===== src/rtl/cmp_timer_pkg.sv =====
package cmp_timer_pkg;

    typedef enum logic [1:0] {
        ST_STOPPED  = 2'd0,
        ST_INTERVAL = 2'd1,
        ST_FREERUN  = 2'd2
    } run_state_t;

    typedef enum logic [2:0] {
        OP_HOLD     = 3'd0,
        OP_LOAD_CMP = 3'd1,
        OP_CLEAR    = 3'd2,
        OP_DOWN     = 3'd3,
        OP_UP       = 3'd4
    } cnt_op_t;

    localparam int unsigned OFF_COMPARE = 'h00;
    localparam int unsigned OFF_COUNT   = 'h04;
    localparam int unsigned OFF_STATUS  = 'h10;
    localparam int unsigned OFF_START   = 'h14;
    localparam int unsigned OFF_STOP    = 'h18;
    localparam int unsigned OFF_CONTROL = 'h20;

    localparam int unsigned STROBE_BIT = 0;
    localparam int unsigned MODE_BIT   = 1;

endpackage


===== src/rtl/cmp_timer_regs.sv =====
module cmp_timer_regs
    import cmp_timer_pkg::*;
#(
    parameter int unsigned ADDR_W = 6,
    parameter int unsigned DATA_W = 32,
    parameter int unsigned CNT_W  = 32
) (
    input  logic              clk,
    input  logic              rst_n,
    input  logic              bus_sel,
    input  logic              bus_we,
    input  logic [ADDR_W-1:0] bus_addr,
    input  logic [DATA_W-1:0] bus_wdata,
    input  logic [CNT_W-1:0]  count,
    input  logic              running,
    output logic [CNT_W-1:0]  cmp_val,
    output logic              mode_free,
    output logic              start_stb,
    output logic              stop_stb,
    output logic [DATA_W-1:0] bus_rdata
);

    logic wr_en;
    logic hit_cmp, hit_cnt, hit_sts, hit_ctl, hit_start, hit_stop;

    assign wr_en     = bus_sel & bus_we;
    assign hit_cmp   = (bus_addr == ADDR_W'(OFF_COMPARE));
    assign hit_cnt   = (bus_addr == ADDR_W'(OFF_COUNT));
    assign hit_sts   = (bus_addr == ADDR_W'(OFF_STATUS));
    assign hit_start = (bus_addr == ADDR_W'(OFF_START));
    assign hit_stop  = (bus_addr == ADDR_W'(OFF_STOP));
    assign hit_ctl   = (bus_addr == ADDR_W'(OFF_CONTROL));

    always_ff @(posedge clk) begin
        if (!rst_n) begin
            cmp_val   <= '0;
            mode_free <= 1'b0;
        end else if (wr_en) begin
            if (hit_cmp) cmp_val   <= bus_wdata[CNT_W-1:0];
            if (hit_ctl) mode_free <= bus_wdata[MODE_BIT];
        end
    end

    assign start_stb = wr_en & hit_start & bus_wdata[STROBE_BIT];
    assign stop_stb  = wr_en & hit_stop  & bus_wdata[STROBE_BIT];

    always_comb begin
        bus_rdata = '0;
        if (bus_sel && !bus_we) begin
            if (hit_cmp)      bus_rdata = DATA_W'(cmp_val);
            else if (hit_cnt) bus_rdata = DATA_W'(count);
            else if (hit_sts) bus_rdata = DATA_W'(running);
            else if (hit_ctl) bus_rdata = DATA_W'({mode_free, 1'b0});
        end
    end

endmodule


===== src/rtl/cmp_timer_counter.sv =====
module cmp_timer_counter
    import cmp_timer_pkg::*;
#(
    parameter int unsigned CNT_W = 32
) (
    input  logic             clk,
    input  logic             rst_n,
    input  cnt_op_t          op,
    input  logic [CNT_W-1:0] cmp_val,
    output logic [CNT_W-1:0] count,
    output logic             at_zero,
    output logic             up_hits_cmp
);

    logic [CNT_W-1:0] count_up;

    assign count_up    = count + 1'b1;
    assign at_zero     = (count == '0);
    assign up_hits_cmp = (count_up == cmp_val);

    always_ff @(posedge clk) begin
        if (!rst_n) begin
            count <= '0;
        end else begin
            unique case (op)
                OP_HOLD:     count <= count;
                OP_LOAD_CMP: count <= cmp_val;
                OP_CLEAR:    count <= '0;
                OP_DOWN:     count <= count - 1'b1;
                OP_UP:       count <= count_up;
                default:     count <= count;
            endcase
        end
    end

endmodule


===== src/rtl/cmp_timer_fsm.sv =====
module cmp_timer_fsm
    import cmp_timer_pkg::*;
(
    input  logic       clk,
    input  logic       rst_n,
    input  logic       start_stb,
    input  logic       stop_stb,
    input  logic       mode_free,
    input  logic       tick_en,
    input  logic       at_zero,
    input  logic       up_hits_cmp,
    output run_state_t state,
    output cnt_op_t    op,
    output logic       irq_pulse
);

    run_state_t state_nx;
    logic       irq_nx;

    always_comb begin
        state_nx = state;
        op       = OP_HOLD;
        irq_nx   = 1'b0;
        if (start_stb) begin
            state_nx = mode_free ? ST_FREERUN : ST_INTERVAL;
            op       = mode_free ? OP_CLEAR : OP_LOAD_CMP;
        end else if (stop_stb) begin
            state_nx = ST_STOPPED;
        end else begin
            unique case (state)
                ST_STOPPED: ;
                ST_INTERVAL: begin
                    if (tick_en) begin
                        if (at_zero) begin
                            op     = OP_LOAD_CMP;
                            irq_nx = 1'b1;
                        end else begin
                            op = OP_DOWN;
                        end
                    end
                end
                ST_FREERUN: begin
                    if (tick_en) begin
                        op     = OP_UP;
                        irq_nx = up_hits_cmp;
                    end
                end
                default: state_nx = ST_STOPPED;
            endcase
        end
    end

    always_ff @(posedge clk) begin
        if (!rst_n) state <= ST_STOPPED;
        else        state <= state_nx;
    end

    always_ff @(posedge clk) begin
        if (!rst_n) irq_pulse <= 1'b0;
        else        irq_pulse <= irq_nx;
    end

endmodule


===== src/rtl/cmp_timer_chan.sv =====
module cmp_timer_chan
    import cmp_timer_pkg::*;
#(
    parameter int unsigned ADDR_W = 6,
    parameter int unsigned DATA_W = 32,
    parameter int unsigned CNT_W  = 32
) (
    input  logic              clk,
    input  logic              rst_n,
    input  logic              tick_en,
    input  logic              bus_sel,
    input  logic              bus_we,
    input  logic [ADDR_W-1:0] bus_addr,
    input  logic [DATA_W-1:0] bus_wdata,
    output logic [DATA_W-1:0] bus_rdata,
    output logic              irq_pulse
);

    logic [CNT_W-1:0] cmp_val;
    logic [CNT_W-1:0] count;
    logic             mode_free, start_stb, stop_stb;
    logic             at_zero, up_hits_cmp, running;
    run_state_t       state;
    cnt_op_t          op;

    assign running = (state != ST_STOPPED);

    cmp_timer_regs #(.ADDR_W(ADDR_W), .DATA_W(DATA_W), .CNT_W(CNT_W)) u_regs (
        .clk(clk), .rst_n(rst_n), .bus_sel(bus_sel), .bus_we(bus_we),
        .bus_addr(bus_addr), .bus_wdata(bus_wdata), .count(count),
        .running(running), .cmp_val(cmp_val), .mode_free(mode_free),
        .start_stb(start_stb), .stop_stb(stop_stb), .bus_rdata(bus_rdata)
    );

    cmp_timer_fsm u_fsm (
        .clk(clk), .rst_n(rst_n), .start_stb(start_stb), .stop_stb(stop_stb),
        .mode_free(mode_free), .tick_en(tick_en), .at_zero(at_zero),
        .up_hits_cmp(up_hits_cmp), .state(state), .op(op), .irq_pulse(irq_pulse)
    );

    cmp_timer_counter #(.CNT_W(CNT_W)) u_cnt (
        .clk(clk), .rst_n(rst_n), .op(op), .cmp_val(cmp_val),
        .count(count), .at_zero(at_zero), .up_hits_cmp(up_hits_cmp)
    );

    // a start strobe always leaves the channel running
    a_r4_start_runs: assert property (@(posedge clk) disable iff (!rst_n)
        start_stb |=> running);

    // a stop strobe always leaves the channel stopped
    a_r5_stop_halts: assert property (@(posedge clk) disable iff (!rst_n)
        stop_stb |=> !running);

    // a stopped channel keeps its count until a start
    a_r5_hold_stopped: assert property (@(posedge clk) disable iff (!rst_n)
        (!running && !start_stb) |=> $stable(count));

    // without a tick or start the count does not move
    a_r9_tick_gate: assert property (@(posedge clk) disable iff (!rst_n)
        (!tick_en && !start_stb) |=> $stable(count));

    // pulses only come out of a running channel
    a_r9_irq_running: assert property (@(posedge clk) disable iff (!rst_n)
        irq_pulse |-> $past(running));

    // interval tick at zero reloads compare and pulses
    a_r6_reload: assert property (@(posedge clk) disable iff (!rst_n)
        (state == ST_INTERVAL && tick_en && count == '0 && !start_stb && !stop_stb)
        |=> (count == $past(cmp_val) && irq_pulse));

    // free-running tick adds one modulo the counter width
    a_r7_free_step: assert property (@(posedge clk) disable iff (!rst_n)
        (state == ST_FREERUN && tick_en && !start_stb && !stop_stb)
        |=> count == CNT_W'($past(count) + 1'b1));

    // strobe in a tick cycle suppresses the pulse
    a_r11_strobe_wins: assert property (@(posedge clk) disable iff (!rst_n)
        (start_stb || stop_stb) |=> !irq_pulse);

endmodule


===== config.mk =====
export PLATFORM = sky130hd
export DESIGN_NAME = cmp_timer_chan
export DESIGN_NICKNAME = d
export VERILOG_FILES = /design/src/rtl/cmp_timer_pkg.sv /design/src/rtl/cmp_timer_regs.sv /design/src/rtl/cmp_timer_counter.sv /design/src/rtl/cmp_timer_fsm.sv /design/src/rtl/cmp_timer_chan.sv
export SDC_FILE = /design/constraint.sdc
export NUM_CORES = 1
export LEC_CHECK = 0
export BUFFER_PORTS_ARGS = -buffer_cell sky130_fd_sc_hd__buf_4
export CAP_MARGIN = 5
export CORE_ASPECT_RATIO = 1.1
export CORE_MARGIN = 10
export CORE_UTILIZATION = 40
export DETAILED_ROUTE_END_ITERATION = 6
export PLACE_DENSITY_LB_ADDON = 0.05
export SYNTH_ARGS = -nofsm -noshare
export SYNTH_HDL_FRONTEND = slang
export SYNTH_SLANG_ARGS = --single-unit

===== constraint.sdc =====
create_clock -name clk -period 8.7 [get_ports clk]
set_input_delay 1.74 -clock clk [delete_from_list [all_inputs] [get_ports clk]]
set_output_delay 1.74 -clock clk [all_outputs]
set_load 0.02 [all_outputs]

==> out/qor.tcl, run 1 <==
set qor(globalRouteTotalUtil_pct) 20.3
set qor(postLayoutCoreUtil_pct) 46.7
set qor(clock_tree.buffer_depth) 2
set qor(power_density_mw_per_mm2) 110
set qor(r2r_cells) 8
set qor(mean_number_of_vias_per_cell) 6.13
set qor(worst_setup_path_category) {in -> out}
set qor(critPathCaptureType) {output port}
set qor(critPathRequiredTime_ns) 6.96
set qor(syn_area_sq_mm) 0.00556
set qor(wl_microns) 20000
set qor(final_common_cell) {sky130_fd_sc_hd__nand2_1}
set qor(final.setup_skew_ns) 0.00794
set qor(core_area_sq_mm) 0.0137
set qor(async_reset_ff_share_pct) 0
set qor(hold_depth) 2
set qor(syn-mean-instance-area_sq_um) 6.93
set qor(die-area_sq_mm) 0.0190
set qor(start_kind) {input pin}
set qor(antenna_found_initial) 0
set qor(floorplan.initialDensity_pct) 40.4
set qor(place.gp.congestion) 0.903
set qor(synth-main-ff-cell) {sky130_fd_sc_hd__dfxtp_1}
set qor(most-common-layout-cells) {110 x sky130_fd_sc_hd__nand2_1, 86 x sky130_fd_sc_hd__buf_4, 79 x sky130_fd_sc_hd__a21oi_1}
set qor(clockRootBuffer) {sky130_fd_sc_hd__clkbuf_16}
set qor(report.final.hold_viol_count) 0
set qor(placedCellCount) 998
set qor(io_pins) 76
set qor(worstPathBufferInverterCount) 3
set qor(synth.ff_latch_count) 68
set qor(tritoncts) {done}
set qor(syn-num-nets) 852
set qor(detailroute.via_count) 6200
set qor(h-tree-depth) 3
set qor(final_layout_size_suffix_gt1_share_pct) 14.9
set qor(reg2reg_slack_ns) 5.08
set qor(fp.dieW_microns) 132
set qor(share_of_the_clock_period_used_by_the_worst_path_pct) 61.5
set qor(overflow) 0
set qor(highest_layer) {met4}
set qor(cp_num_cells) 8
set qor(clock_latency_ns) 0.34
set qor(die_h_microns) 144
set qor(dp.final_hpwl_microns) 13900
set qor(cell_seen_most_often_among_critical_path_stages) {sky130_fd_sc_hd__buf_4}
set qor(cell_with_the_largest_stage_delay_on_the_worst_path) {sky130_fd_sc_hd__or3_1}
set qor(nets) 871
set qor(num-fill-cells) 1457
set qor(wl_per_cell_microns) 19.7
set qor(cts_buffers) 9
set qor(postSynthCellCount) 802
set qor(maxClockFrequency_ghz) 0.187
set qor(antenna-diode-count) 0
set qor(run_status) {finished clean}
set qor(rsz0062_at_grt) {no}
set qor(ys.warnings.count) 0
set qor(hold_buffers) 0
set qor(drc_errors) 0
set qor(antenna_violating_nets_post_route) 0
set qor(max_cap_violations) 0
set qor(grt_max_degree) 46
set qor(syn2layout_area_growth_pct) 15.4
set qor(global_route_wire_length_before_repair_microns) 31400
set qor(clk_pin_slew_worst_setup_hold_paths_ns) 0.05
set qor(synth-edff-count) 0
set qor(dr_wl_met3_microns) 1260
set qor(synthDistinctLibCells) 69
set qor(total_number_of_placement_rows) 45
set qor(period_needed_ns) 5.35
set qor(firstDrtPassIters) 5
set qor(iteration_0_drc_markers) 565
set qor(vdd.ir_drop.worst_mv) 0.0861
set qor(setup_violations) 0
set qor(worstPathCellList) {buf_4 -> or3_1 -> or2_2 -> nor3b_2 -> buf_4 -> a22oi_1 -> nor2_1 -> buf_4}
set qor(worst_endpoint_data_arrival_time_ns) 3.61
set qor(timing.slew.headroom_pct) 34.1
set qor(worst_hold_path_type) {reg -> reg}
set qor(clock_sinks) 68
set qor(seq_area_frac_synth_pct) 24.5
set qor(vias_in_the_first_global_route) 5785
set qor(route.layer.met1.wl_microns) 8730
set qor(post_cts.resized_instances) 0
set qor(finalPower_uw) 705
set qor(critical-path-top-delay-family) {simple AND/OR/NAND/NOR gates}
set qor(p_leak_nw) 2.22
set qor(final_cells) 1012
set qor(dr_wl_met2_microns) 9670
set qor(timing_max_transition_violations_final) 0
set qor(worst_pin_slew_ns) 0.987
set qor(crit_path_max_fanout) 30
set qor(io_buffer_count) 75
set qor(worst_path_largest_cell_delay_ns) 0.40
set qor(setup-tns-final_ns) 0
set qor(post_cts.repair.setup_buffers) 0
## power breakdown
group | total, mW | switching [mW] | internal (mW)
combinational | 0.0413 | 0.0233 | 0.0180
clock | 0.351 | 0.139 | 0.212
sequential | 0.313 | 0.00117 | 0.312
## synth_stat cells, types with 3 or more instances
cell                        number  area, sq um
sky130_fd_sc_hd__o32ai_1         3         26.3
sky130_fd_sc_hd__nand3_1        40          200
sky130_fd_sc_hd__nor2_1         71          267
sky130_fd_sc_hd__a32oi_1         3         26.3
sky130_fd_sc_hd__and4_1          9         78.8
sky130_fd_sc_hd__buf_1           4         15.0
sky130_fd_sc_hd__o22ai_1        11         68.8
sky130_fd_sc_hd__a31oi_1         8         50.1
sky130_fd_sc_hd__o211ai_1        6         45.0
sky130_fd_sc_hd__a221oi_2        3         45.0
sky130_fd_sc_hd__ha_1            7         87.6
sky130_fd_sc_hd__o221ai_1        5         43.8
sky130_fd_sc_hd__a21oi_1        79          395
sky130_fd_sc_hd__nor3b_1         5         37.5
sky130_fd_sc_hd__nor3_1         29          145
sky130_fd_sc_hd__o21ai_1        17         85.1
sky130_fd_sc_hd__or3_1           7         43.8
sky130_fd_sc_hd__mux2_2          5         56.3
sky130_fd_sc_hd__nand2_1       110          413
sky130_fd_sc_hd__clkbuf_1       63          236
sky130_fd_sc_hd__o21ai_0        34          170
sky130_fd_sc_hd__buf_2           8         40.0
sky130_fd_sc_hd__inv_1          14         52.6
sky130_fd_sc_hd__nand2b_1        3         18.8
sky130_fd_sc_hd__a2bb2oi_1       3         26.3
sky130_fd_sc_hd__dfxtp_1        68         1360
sky130_fd_sc_hd__nand4_1        11         68.8
sky130_fd_sc_hd__xnor2_1        34          298
sky130_fd_sc_hd__nor4_1         21          131
sky130_fd_sc_hd__a221o_1         4         40.0
sky130_fd_sc_hd__a22oi_1        34          255
sky130_fd_sc_hd__and3_1          6         37.5
sky130_fd_sc_hd__xor2_1         19          166
sky130_fd_sc_hd__a221oi_1        9         78.8
sky130_fd_sc_hd__or4_1           5         37.5
## worst paths after layout
kind | startpoint | end
worst min register to register | u_regs.cmp_val[6]$_SDFFE_PN0P_ | u_cnt.count[6]$_SDFFE_PN0P_
worst max register to register | u_cnt.count[25]$_SDFFE_PN0P_ | u_cnt.count[23]$_SDFFE_PN0P_
worst min-delay path | u_regs.cmp_val[6]$_SDFFE_PN0P_ | u_cnt.count[6]$_SDFFE_PN0P_
worst max-delay path | bus_addr[3] | bus_rdata[18]
## registers in the layout, summed over array words and instances, names as in the netlist
register	cells
u_cnt.count	32
u_regs.cmp_val	32
u_fsm.state	2
u_fsm.irq_pulse	1
u_regs.mode_free	1
## worst min-delay path: stages (launching register included)
cell                      delay [ns]
sky130_fd_sc_hd__dfxtp_1        0.34
sky130_fd_sc_hd__nand2_1        0.06
sky130_fd_sc_hd__a21oi_1        0.05
## final cells by class
| cell class | count | area [sq um] | area share (%) |
|---|---|---|---|
| repair buffers | 86 | 646 | 10.1 |
| inverters | 15 | 56.3 | 0.878 |
| flip-flops and latches | 68 | 1360 | 21.2 |
| clock inverters | 2 | 10.0 | 0.156 |
| clock buffers | 12 | 267 | 4.16 |
| well taps | 188 | 235 | 3.67 |
| multi-input cells | 641 | 3840 | 59.9 |
## metrics by stage
stage | setup WS, ns | cell area (sq um) | hold WS [ns]
final | 3.35 | 6410 | 0.503
after global placement | 3.44 | 6140 | 0.492
after detailed placement | 3.38 | 6140 | 0.495
after floorplan | 3.49 | 5560 | 0.463
after global routing | 3.20 | 6410 | 0.535
after CTS | 3.37 | 6410 | 0.503
## per-layer routing
metal / vias to the layer above / GRT usage, %
li1: 2972 / -
met1: 2951 / 25.6
met3: 26 / 3.74
met5: - / 0
met2: 251 / 34.6
met4: 0 / 6.03
## cells by family (layout without fill, tap and decap cells)
| group | count (synthesis) | in the layout | synth area share, % |
|---|---|---|---|
| adder cells (fa/ha/maj) | 7 | 7 | 1.58 |
| multiplexers | 7 | 7 | 1.37 |
| XOR/XNOR | 54 | 54 | 8.76 |
| AND/OR/NAND/NOR | 330 | 330 | 28.7 |
| buffers and inverters | 93 | 115 | 6.80 |
| AO/OA/AOI/OAI | 243 | 243 | 28.3 |
| flip-flops | 68 | 68 | 24.5 |
(Power assumes the default switching activity.)
==> inputs of run 2 (changes only) <==
--- a/config.mk
+++ b/config.mk
@@ -5,6 +5,7 @@
 export SDC_FILE = /design/constraint.sdc
 export NUM_CORES = 1
 export LEC_CHECK = 0
+export ABC_AREA = 1
 export BUFFER_PORTS_ARGS = -buffer_cell sky130_fd_sc_hd__buf_4
 export CAP_MARGIN = 5
 export CORE_ASPECT_RATIO = 1.1
==> constraint.sdc (replaced) <==
create_clock -name clk -period 4.9 [get_ports clk]
set_input_delay 0.98 -clock clk [delete_from_list [all_inputs] [get_ports clk]]
set_output_delay 0.98 -clock clk [all_outputs]
set_load 0.02 [all_outputs]
==> run 2 against run 1 <==
  * Clock skew up 0.00088 ns
  * Sequential power up 78%
  * Non-clock buffer count down 1
  * Final cell count up 39%
  * Design area up 17%
  * Global-route usage up 1.8 points
  * Via count up 19%
  * First-iteration DRC count down 7.3%
  * Core utilization down 0.61 points
  * Worst setup slack worse by 2.2 ns
  * Hold slack worse by 0.020 ns
  * Critical endpoint is now bus_rdata[16]
  * Largest cell class unchanged
==> out/qor.tcl, run 2 <==
set qor(worstPathBufferInverterCount) 6 ;# +3
set qor(wl_microns) 24400 ;# +22%
set qor(vias_in_the_first_global_route) 7100 ;# +23%
set qor(worst_pin_slew_ns) 1.03 ;# +0.0481 ns
set qor(clk_pin_slew_worst_setup_hold_paths_ns) 0.06 ;# about the same
set qor(synthDistinctLibCells) 40 ;# -42%
set qor(syn-mean-instance-area_sq_um) 5.70 ;# -18%
set qor(report.final.hold_viol_count) 0 ;# unchanged
set qor(worst_path_largest_cell_delay_ns) 0.45 ;# +0.05 ns
set qor(start_kind) {input pin}
set qor(post_cts.repair.setup_buffers) 0 ;# unchanged
set qor(seq_area_frac_synth_pct) 20.5 ;# -4.0 points
set qor(r2r_cells) 13 ;# +5
set qor(h-tree-depth) 3 ;# unchanged
set qor(io_buffer_count) 75 ;# unchanged
set qor(hold_end) {u_cnt.count[3]$_SDFFE_PN0P_}
set qor(num-fill-cells) 1806 ;# +24%
set qor(timing_max_transition_violations_final) 0 ;# unchanged
set qor(drc_errors) 0 ;# unchanged
set qor(antenna_violating_nets_post_route) 0 ;# unchanged
set qor(die_h_microns) 155 ;# +7.9%
set qor(clockRootBuffer) {sky130_fd_sc_hd__clkbuf_16}
set qor(final_cells) 1403 ;# +39%
set qor(final.setup_skew_ns) 0.00883 ;# +0.000884 ns
set qor(critical-path-top-delay-family) {buffers and inverters}
set qor(post_cts.resized_instances) 0 ;# unchanged
set qor(dp.final_hpwl_microns) 18000 ;# +30%
set qor(final_common_cell) {sky130_fd_sc_hd__nand2_1}
set qor(maxClockFrequency_ghz) 0.265
set qor(cell_with_the_largest_stage_delay_on_the_worst_path) {sky130_fd_sc_hd__inv_2}
set qor(floorplan.initialDensity_pct) 40.7 ;# +0.21 points
set qor(tritoncts) {done}
set qor(synth.ff_latch_count) 68 ;# unchanged
set qor(syn_area_sq_mm) 0.00663 ;# +19%
set qor(biggestRegsByFlops) {u_cnt.count: 32 flops, u_regs.cmp_val: 32 flops, u_fsm.state: 2 flops}
set qor(clock_tree.buffer_depth) 2 ;# unchanged
set qor(antenna_found_initial) 0 ;# unchanged
set qor(preCtsSetupSlack_ns) 1.13 ;# -2.25 ns
set qor(period_needed_ns) 3.77
set qor(global_route_wire_length_before_repair_microns) 39100 ;# +24%
set qor(hold_buffers) 0 ;# unchanged
set qor(antenna-diode-count) 0 ;# unchanged
set qor(overflow) 0 ;# unchanged
set qor(globalRouteTotalUtil_pct) 22.1 ;# +1.8 points
set qor(reg2reg_from) {u_cnt.count[1]$_SDFFE_PN0P_}
set qor(worst_setup_path_category) {in -> out}
set qor(syn-num-nets) 1214 ;# +42%
set qor(synth_area_leader_cell) {sky130_fd_sc_hd__dfxtp_1}
set qor(clock_latency_ns) 0.35 ;# about the same
set qor(synth-edff-count) 0 ;# unchanged
set qor(ys.warnings.count) 0 ;# unchanged
set qor(critPathRequiredTime_ns) 3.92 ;# -3.04 ns
set qor(fp.dieW_microns) 143 ;# +7.8%
set qor(clock_sinks) 68 ;# unchanged
set qor(finalPower_mw) 1.31 ;# +85%
set qor(p_leak_nw) 3.47 ;# +56%
set qor(synth_top_area_share_pct) 20.5 ;# -4.0 points
set qor(iteration_0_drc_markers) 524 ;# -7.3%
set qor(total_number_of_placement_rows) 49 ;# +8.9%
set qor(most_common_cell_in_the_netlist) {sky130_fd_sc_hd__nand2_1}
set qor(wl_per_cell_microns) 17.4 ;# -12%
set qor(placedCellCount) 1387 ;# +39%
set qor(syn2layout_area_growth_pct) 13.3
set qor(share_of_the_clock_period_used_by_the_worst_path_pct) 76.9
set qor(power_density_mw_per_mm2) 174 ;# +58%
set qor(hold_depth) 2 ;# unchanged
set qor(firstDrtPassIters) 5 ;# unchanged
set qor(setup_violations) 0 ;# unchanged
set qor(die-area_sq_mm) 0.0221 ;# +16%
set qor(max_cap_violations) 0 ;# unchanged
set qor(setup_ws_ns) 1.13 ;# -2.22 ns
set qor(timing.slew.headroom_pct) 30.9 ;# -3.1 points
set qor(r2r_end) {u_fsm.irq_pulse$_SDFF_PP0_}
set qor(io_pins) 76 ;# unchanged
set qor(min_from) {u_regs.cmp_val[3]$_SDFFE_PN0P_}
set qor(most-common-layout-cells) {297 x sky130_fd_sc_hd__nand2_1, 154 x sky130_fd_sc_hd__inv_1, 124 x sky130_fd_sc_hd__nor2_1}
set qor(core_area_sq_mm) 0.0163 ;# +19%
set qor(mean_number_of_vias_per_cell) 5.25 ;# -14%
set qor(final_layout_size_suffix_gt1_share_pct) 12.6 ;# -2.3 points
set qor(cp_num_cells) 12 ;# +4
set qor(detailroute.via_count) 7359 ;# +19%
set qor(postPlaceCellArea_sq_mm) 0.00723 ;# +18%
set qor(nets) 1244 ;# +43%
set qor(reg2reg_slack_ns) 1.88 ;# -3.20 ns
set qor(grt_max_degree) 67 ;# +46%
set qor(postSynthCellCount) 1164 ;# +45%
set qor(critPathCaptureType) {output port}
set qor(worst_endpoint_data_arrival_time_ns) 2.79 ;# -0.82 ns
set qor(place.gp.congestion) 0.934 ;# +3.4%
set qor(synth-main-ff-cell) {sky130_fd_sc_hd__dfxtp_1}
set qor(cts_buffers) 9 ;# unchanged
set qor(commonest_cells_in_the_netlist) {297 x sky130_fd_sc_hd__nand2_1, 156 x sky130_fd_sc_hd__inv_1, 124 x sky130_fd_sc_hd__nor2_1, 98 x sky130_fd_sc_hd__nand3_1, 80 x sky130_fd_sc_hd__o21ai_0}
set qor(synth.area.top_cells) {sky130_fd_sc_hd__dfxtp_1 21%, sky130_fd_sc_hd__nand2_1 17%, sky130_fd_sc_hd__inv_1 8.8%}
set qor(cell_seen_most_often_among_critical_path_stages) {sky130_fd_sc_hd__nand2_1}
set qor(crit_path_max_fanout) 30 ;# unchanged
set qor(async_reset_ff_share_pct) 0 ;# unchanged
set qor(run_status) {finished clean}
set qor(setup-tns-final_ns) 0 ;# unchanged
set qor(stdcell_area_sq_mm) 0.00751 ;# +17%
set qor(worstPathCellList) {buf_4 -> inv_1 -> nand2_1 -> nor2_1 -> nand2_1 -> inv_1 -> nand2_1 -> inv_2 -> buf_12 -> a21oi_1 -> a211oi_1 -> buf_4}
set qor(vdd.ir_drop.worst_mv) 0.157 ;# +83%
set qor(rsz0062_at_grt) {no}
set qor(worst_hold_path_type) {reg -> reg}
-- run 2: cell types whose count changed in the layout (fill, tap and decap cells not counted), sizes merged, moves of 33 or more --
cell / before / now
nand2: 110 / 305
nor2: 71 / 140
o21ai: 51 / 85
inv: 15 / 166
a22oi: 34 / 0
xnor2: 34 / 0
nand4: 11 / 44
nand3: 40 / 105
-- run 2: worst max-delay path by stage --
stage	from	end
after floorplan	bus_addr[0]	bus_rdata[10]
after global placement	bus_addr[0]	bus_rdata[16]
after detailed placement	bus_addr[0]	bus_rdata[16]
after CTS	bus_addr[0]	bus_rdata[16]
after global routing	bus_addr[1]	bus_rdata[25]
final	bus_addr[0]	bus_rdata[16]
-- run 2: power by group --
group | switching (mW) | leakage, nW | internal [mW]
logic | 0.0610 | 2.78 | 0.0437
clock network | 0.273 | 0.136 | 0.371
registers | 0.00353 | 0.548 | 0.555
-- run 2: cell families (layout without fill, tap and decap cells) --
family | count (synthesis) | count (layout) | synth area share [%]
xor+xnor | 23 | 23 | 3.68
fa+ha+maj | 7 | 7 | 1.32
compound gates | 182 | 182 | 14.9
buf+inv | 236 | 271 | 14.4
simple gates | 648 | 648 | 45.2
flops | 68 | 68 | 20.5
-- run 2: layout make-up --
type | instances | area [sq um] | area share [%]
clock buffers | 13 | 260 | 3.46
clock inverters | 3 | 21.3 | 0.283
inverters | 170 | 638 | 8.49
multi-input cells | 860 | 4310 | 57.4
flip-flops and latches | 68 | 1360 | 18.1
well taps | 204 | 255 | 3.40
repair buffers | 85 | 663 | 8.83
-- run 2: tightest hold or removal path, delay by kind of cell, from the launching register on --
family	cells	cell delay, ns
simple gates	1	0.06
compound gates	1	0.05
flops	1	0.32
-- run 2: routing by layer --
metal | vias to the layer above | GRT usage, % | wire [microns]
li1 | 3822 | - | -
met1 | 3348 | 28.6 | 11100
met2 | 163 | 36.9 | 11600
met3 | 26 | 3.84 | 1270
met4 | 0 | 6.10 | 447
met5 | - | 0 | 0
-- run 2: through the flow --
stage | util [%] | hold WS (ns)
after floorplan | - | 0.450
after global placement | 44.3 | 0.472
after detailed placement | 44.3 | 0.473
after CTS | 46.1 | 0.484
after global routing | 46.1 | 0.498
final | 46.1 | 0.483
==> inputs of run 3 (changes only) <==
==> constraint.sdc (replaced) <==
create_clock -name clk -period 3.2 [get_ports clk]
set_input_delay 0.64 -clock clk [delete_from_list [all_inputs] [get_ports clk]]
set_output_delay 0.64 -clock clk [all_outputs]
set_load 0.02 [all_outputs]
==> run 3 against run 2 <==
  * Combinational power is 54% higher
  * Total power is 48% higher
  * Non-clock buffer count is 20 higher
  * Largest power group unchanged
  * Critical path depth stayed put
  * Hold slack worse by 0.0012 ns
  * Global-route usage is 0.43 points higher
  * Final cell count is 1.4% higher
  * Highest routed layer unchanged
  * Worst setup slack worse by 0.81 ns
  * First-iteration DRC count is 9.0% lower
  * Clock power is 43% higher
  * Routed wire length is 1.8% higher
  * Clock skew is 0.0039 ns lower
==> out/qor.tcl, run 3 (synthesized netlist as in run 2, its figures left out) <==
set qor(r2r_end) {u_fsm.irq_pulse$_SDFF_PP0_}
set qor(p_sw_share_pct) 26.0 ;# +0.23 points
set qor(post_cts.resized_instances) 0 ;# unchanged
set qor(clkPwrFrac_pct) 47.6 ;# -1.7 points
set qor(clock_sinks) 68 ;# unchanged
set qor(power_density_mw_per_mm2) 253 ;# +46%
set qor(clock_latency_ns) 0.35 ;# about the same
set qor(r2r_cells) 13 ;# unchanged
set qor(worst_hold_path_type) {reg -> reg}
set qor(antenna_found_initial) 0 ;# unchanged
set qor(vdd.ir_drop.worst_mv) 0.251 ;# +59%
set qor(biggestRegsByFlops) {u_cnt.count: 32 flops, u_regs.cmp_val: 32 flops, u_fsm.state: 2 flops}
set qor(worst_setup_path_category) {in -> out}
set qor(comb_power_share_pct) 8.4 ;# +0.4 points
set qor(maxClockFrequency_ghz) 0.347
set qor(fp.dieW_microns) 143 ;# unchanged
set qor(die-area_sq_mm) 0.0221 ;# unchanged
set qor(critPathCaptureType) {output port}
set qor(die_h_microns) 155 ;# unchanged
set qor(overflow) 0 ;# unchanged
set qor(grt_max_degree) 67 ;# unchanged
set qor(placedCellCount) 1407 ;# +1.4%
set qor(vias_in_the_first_global_route) 7268 ;# +2.4%
set qor(io_pins) 76 ;# unchanged
set qor(most-common-layout-cells) {297 x sky130_fd_sc_hd__nand2_1, 154 x sky130_fd_sc_hd__inv_1, 124 x sky130_fd_sc_hd__nor2_1}
set qor(drc_errors) 0 ;# unchanged
set qor(syn2layout_area_growth_pct) 15.5
set qor(stdcell_area_sq_mm) 0.00766 ;# +1.9%
set qor(antenna-diode-count) 0 ;# unchanged
set qor(final_common_cell) {sky130_fd_sc_hd__nand2_1}
set qor(num-fill-cells) 1841 ;# +1.9%
set qor(detailroute.via_count) 7557 ;# +2.7%
set qor(total_number_of_placement_rows) 49 ;# unchanged
set qor(postLayoutCoreUtil_pct) 47.0 ;# +0.89 points
set qor(firstDrtPassIters) 5 ;# unchanged
set qor(setup-tns-final_ns) 0 ;# unchanged
set qor(wl_microns) 24800 ;# +1.8%
set qor(start_kind) {input pin}
set qor(floorplan.initialDensity_pct) 40.7 ;# unchanged
set qor(clock_tree.buffer_depth) 2 ;# unchanged
set qor(crit_path_max_fanout) 58 ;# +93%
set qor(worst_endpoint_data_arrival_time_ns) 2.24 ;# -0.55 ns
set qor(p_leak_nw) 3.57 ;# +2.9%
set qor(globalRouteTotalUtil_pct) 22.6 ;# +0.43 points
set qor(period_needed_ns) 2.88
set qor(mean_number_of_vias_per_cell) 5.31 ;# +1.3%
set qor(reg2reg_from) {u_cnt.count[8]$_SDFFE_PN0P_}
set qor(final_layout_size_suffix_gt1_share_pct) 13.9 ;# +1.3 points
set qor(tritoncts) {done}
set qor(global_route_wire_length_before_repair_microns) 39600 ;# +1.2%
set qor(power.internal_mw) 1.44 ;# +48%
set qor(nets) 1264 ;# +1.6%
set qor(seqCellArea_sq_mm) 0.00136 ;# unchanged
set qor(report.final.hold_viol_count) 0 ;# unchanged
set qor(final_cells) 1422 ;# +1.4%
set qor(multiInputGateArea_sq_mm) 0.00431 ;# unchanged
set qor(share_of_the_clock_period_used_by_the_worst_path_pct) 90.0
set qor(timing.critical_path.to) {bus_rdata[30]}
set qor(clk_pin_slew_worst_setup_hold_paths_ns) 0.06 ;# about the same
set qor(run_status) {finished clean}
set qor(hold_buffers) 0 ;# unchanged
set qor(core_area_sq_mm) 0.0163 ;# unchanged
set qor(rsz0062_at_grt) {no}
set qor(setup_violations) 0 ;# unchanged
set qor(io_buffer_count) 75 ;# unchanged
set qor(timing.critical_path.from) {bus_addr[0]}
set qor(dp.final_hpwl_microns) 18900 ;# +4.9%
set qor(worst_pin_slew_ns) 0.657 ;# -0.378 ns
set qor(iteration_0_drc_markers) 477 ;# -9.0%
set qor(antenna_violating_nets_post_route) 0 ;# unchanged
set qor(clockRootBuffer) {sky130_fd_sc_hd__clkbuf_16}
set qor(reg2reg_slack_ns) 0.75 ;# -1.13 ns
set qor(timing_max_transition_violations_final) 0 ;# unchanged
set qor(critPathRequiredTime_ns) 2.56 ;# -1.36 ns
set qor(h-tree-depth) 3 ;# unchanged
set qor(post_cts.repair.setup_buffers) 0 ;# unchanged
set qor(p_sw_uw) 505 ;# +50%
set qor(max_cap_violations) 0 ;# unchanged
set qor(wl_per_cell_microns) 17.5 ;# +0.46%
set qor(timing.slew.headroom_pct) 56.2 ;# +25 points
set qor(postPlaceCellArea_sq_mm) 0.00741 ;# +2.4%
set qor(seq_power_share_pct) 44.0 ;# +1.3 points
set qor(cts_buffers) 9 ;# unchanged
set qor(final.setup_skew_ns) 0.00489 ;# -0.00394 ns
set qor(place.gp.congestion) 0.967 ;# +3.5%
==> run 3: power groups by stage <==
stage | registers [mW] | logic, mW | clock network, mW
after CTS | 0.855 | 0.163 | 0.939
final | 0.855 | 0.162 | 0.924
after global routing | 0.855 | 0.180 | 0.971
after detailed placement | 0.873 | 0.162 | 0
after floorplan | 0.870 | 0.0893 | 0
after global placement | 0.873 | 0.162 | 0
==> run 3: worst min-delay path by stage <==
stage / slack (ns) / cells after the start / end / startpoint
6_report: 0.48 / 2 / u_cnt.count[3]$_SDFFE_PN0P_ / u_regs.cmp_val[3]$_SDFFE_PN0P_
3_3_place_gp: 0.47 / 2 / u_cnt.count[2]$_SDFFE_PN0P_ / u_regs.cmp_val[2]$_SDFFE_PN0P_
4_1_cts: 0.49 / 2 / u_cnt.count[2]$_SDFFE_PN0P_ / u_regs.cmp_val[2]$_SDFFE_PN0P_
3_5_place_dp: 0.48 / 2 / u_cnt.count[2]$_SDFFE_PN0P_ / u_regs.cmp_val[2]$_SDFFE_PN0P_
2_1_floorplan: 0.45 / 2 / u_cnt.count[2]$_SDFFE_PN0P_ / u_regs.cmp_val[2]$_SDFFE_PN0P_
5_1_grt: 0.51 / 2 / u_cnt.count[2]$_SDFFE_PN0P_ / u_regs.cmp_val[2]$_SDFFE_PN0P_
==> run 3: worst max-delay path, stage by stage <==
cell and delay [ns]:
sky130_fd_sc_hd__buf_4 0.10, sky130_fd_sc_hd__inv_1 0.04, sky130_fd_sc_hd__nand2_1 0.08, sky130_fd_sc_hd__nor2_1 0.10
sky130_fd_sc_hd__nand2_1 0.09, sky130_fd_sc_hd__inv_1 0.06, sky130_fd_sc_hd__nand2_1 0.17, sky130_fd_sc_hd__inv_2 0.12
sky130_fd_sc_hd__buf_12 0.26, sky130_fd_sc_hd__a21oi_1 0.07, sky130_fd_sc_hd__a211oi_1 0.29, sky130_fd_sc_hd__buf_4 0.21
==> run 3: final cells by class <==
cell class,count,area share (%)
multi-input combinational,860,56.3
sequential,68,17.8
timing repair buffer,105,10.9
inverter,170,8.33
tap,204,3.33
clock buffer,12,3.09
clock inverter,3,0.196
==> run 3: layer usage <==
metal	global-route usage [%]	up-vias	routed length [microns]
met5	0	-	0
li1	-	3871	-
met2	37.6	220	11600
met3	3.29	33	1320
met4	8.51	0	577
met1	28.7	3433	11300
==> run 3: stage by stage <==
stage / worst slack, ns / hold WS [ns] / total power [mW]
6_report: 0.320 / 0.482 / 1.94
5_1_grt: 0.197 / 0.514 / 2.01
4_1_cts: 0.333 / 0.488 / 1.96
3_5_place_dp: 0.333 / 0.480 / 1.04
3_3_place_gp: 0.347 / 0.471 / 1.04
2_1_floorplan: 0.431 / 0.450 / 0.960
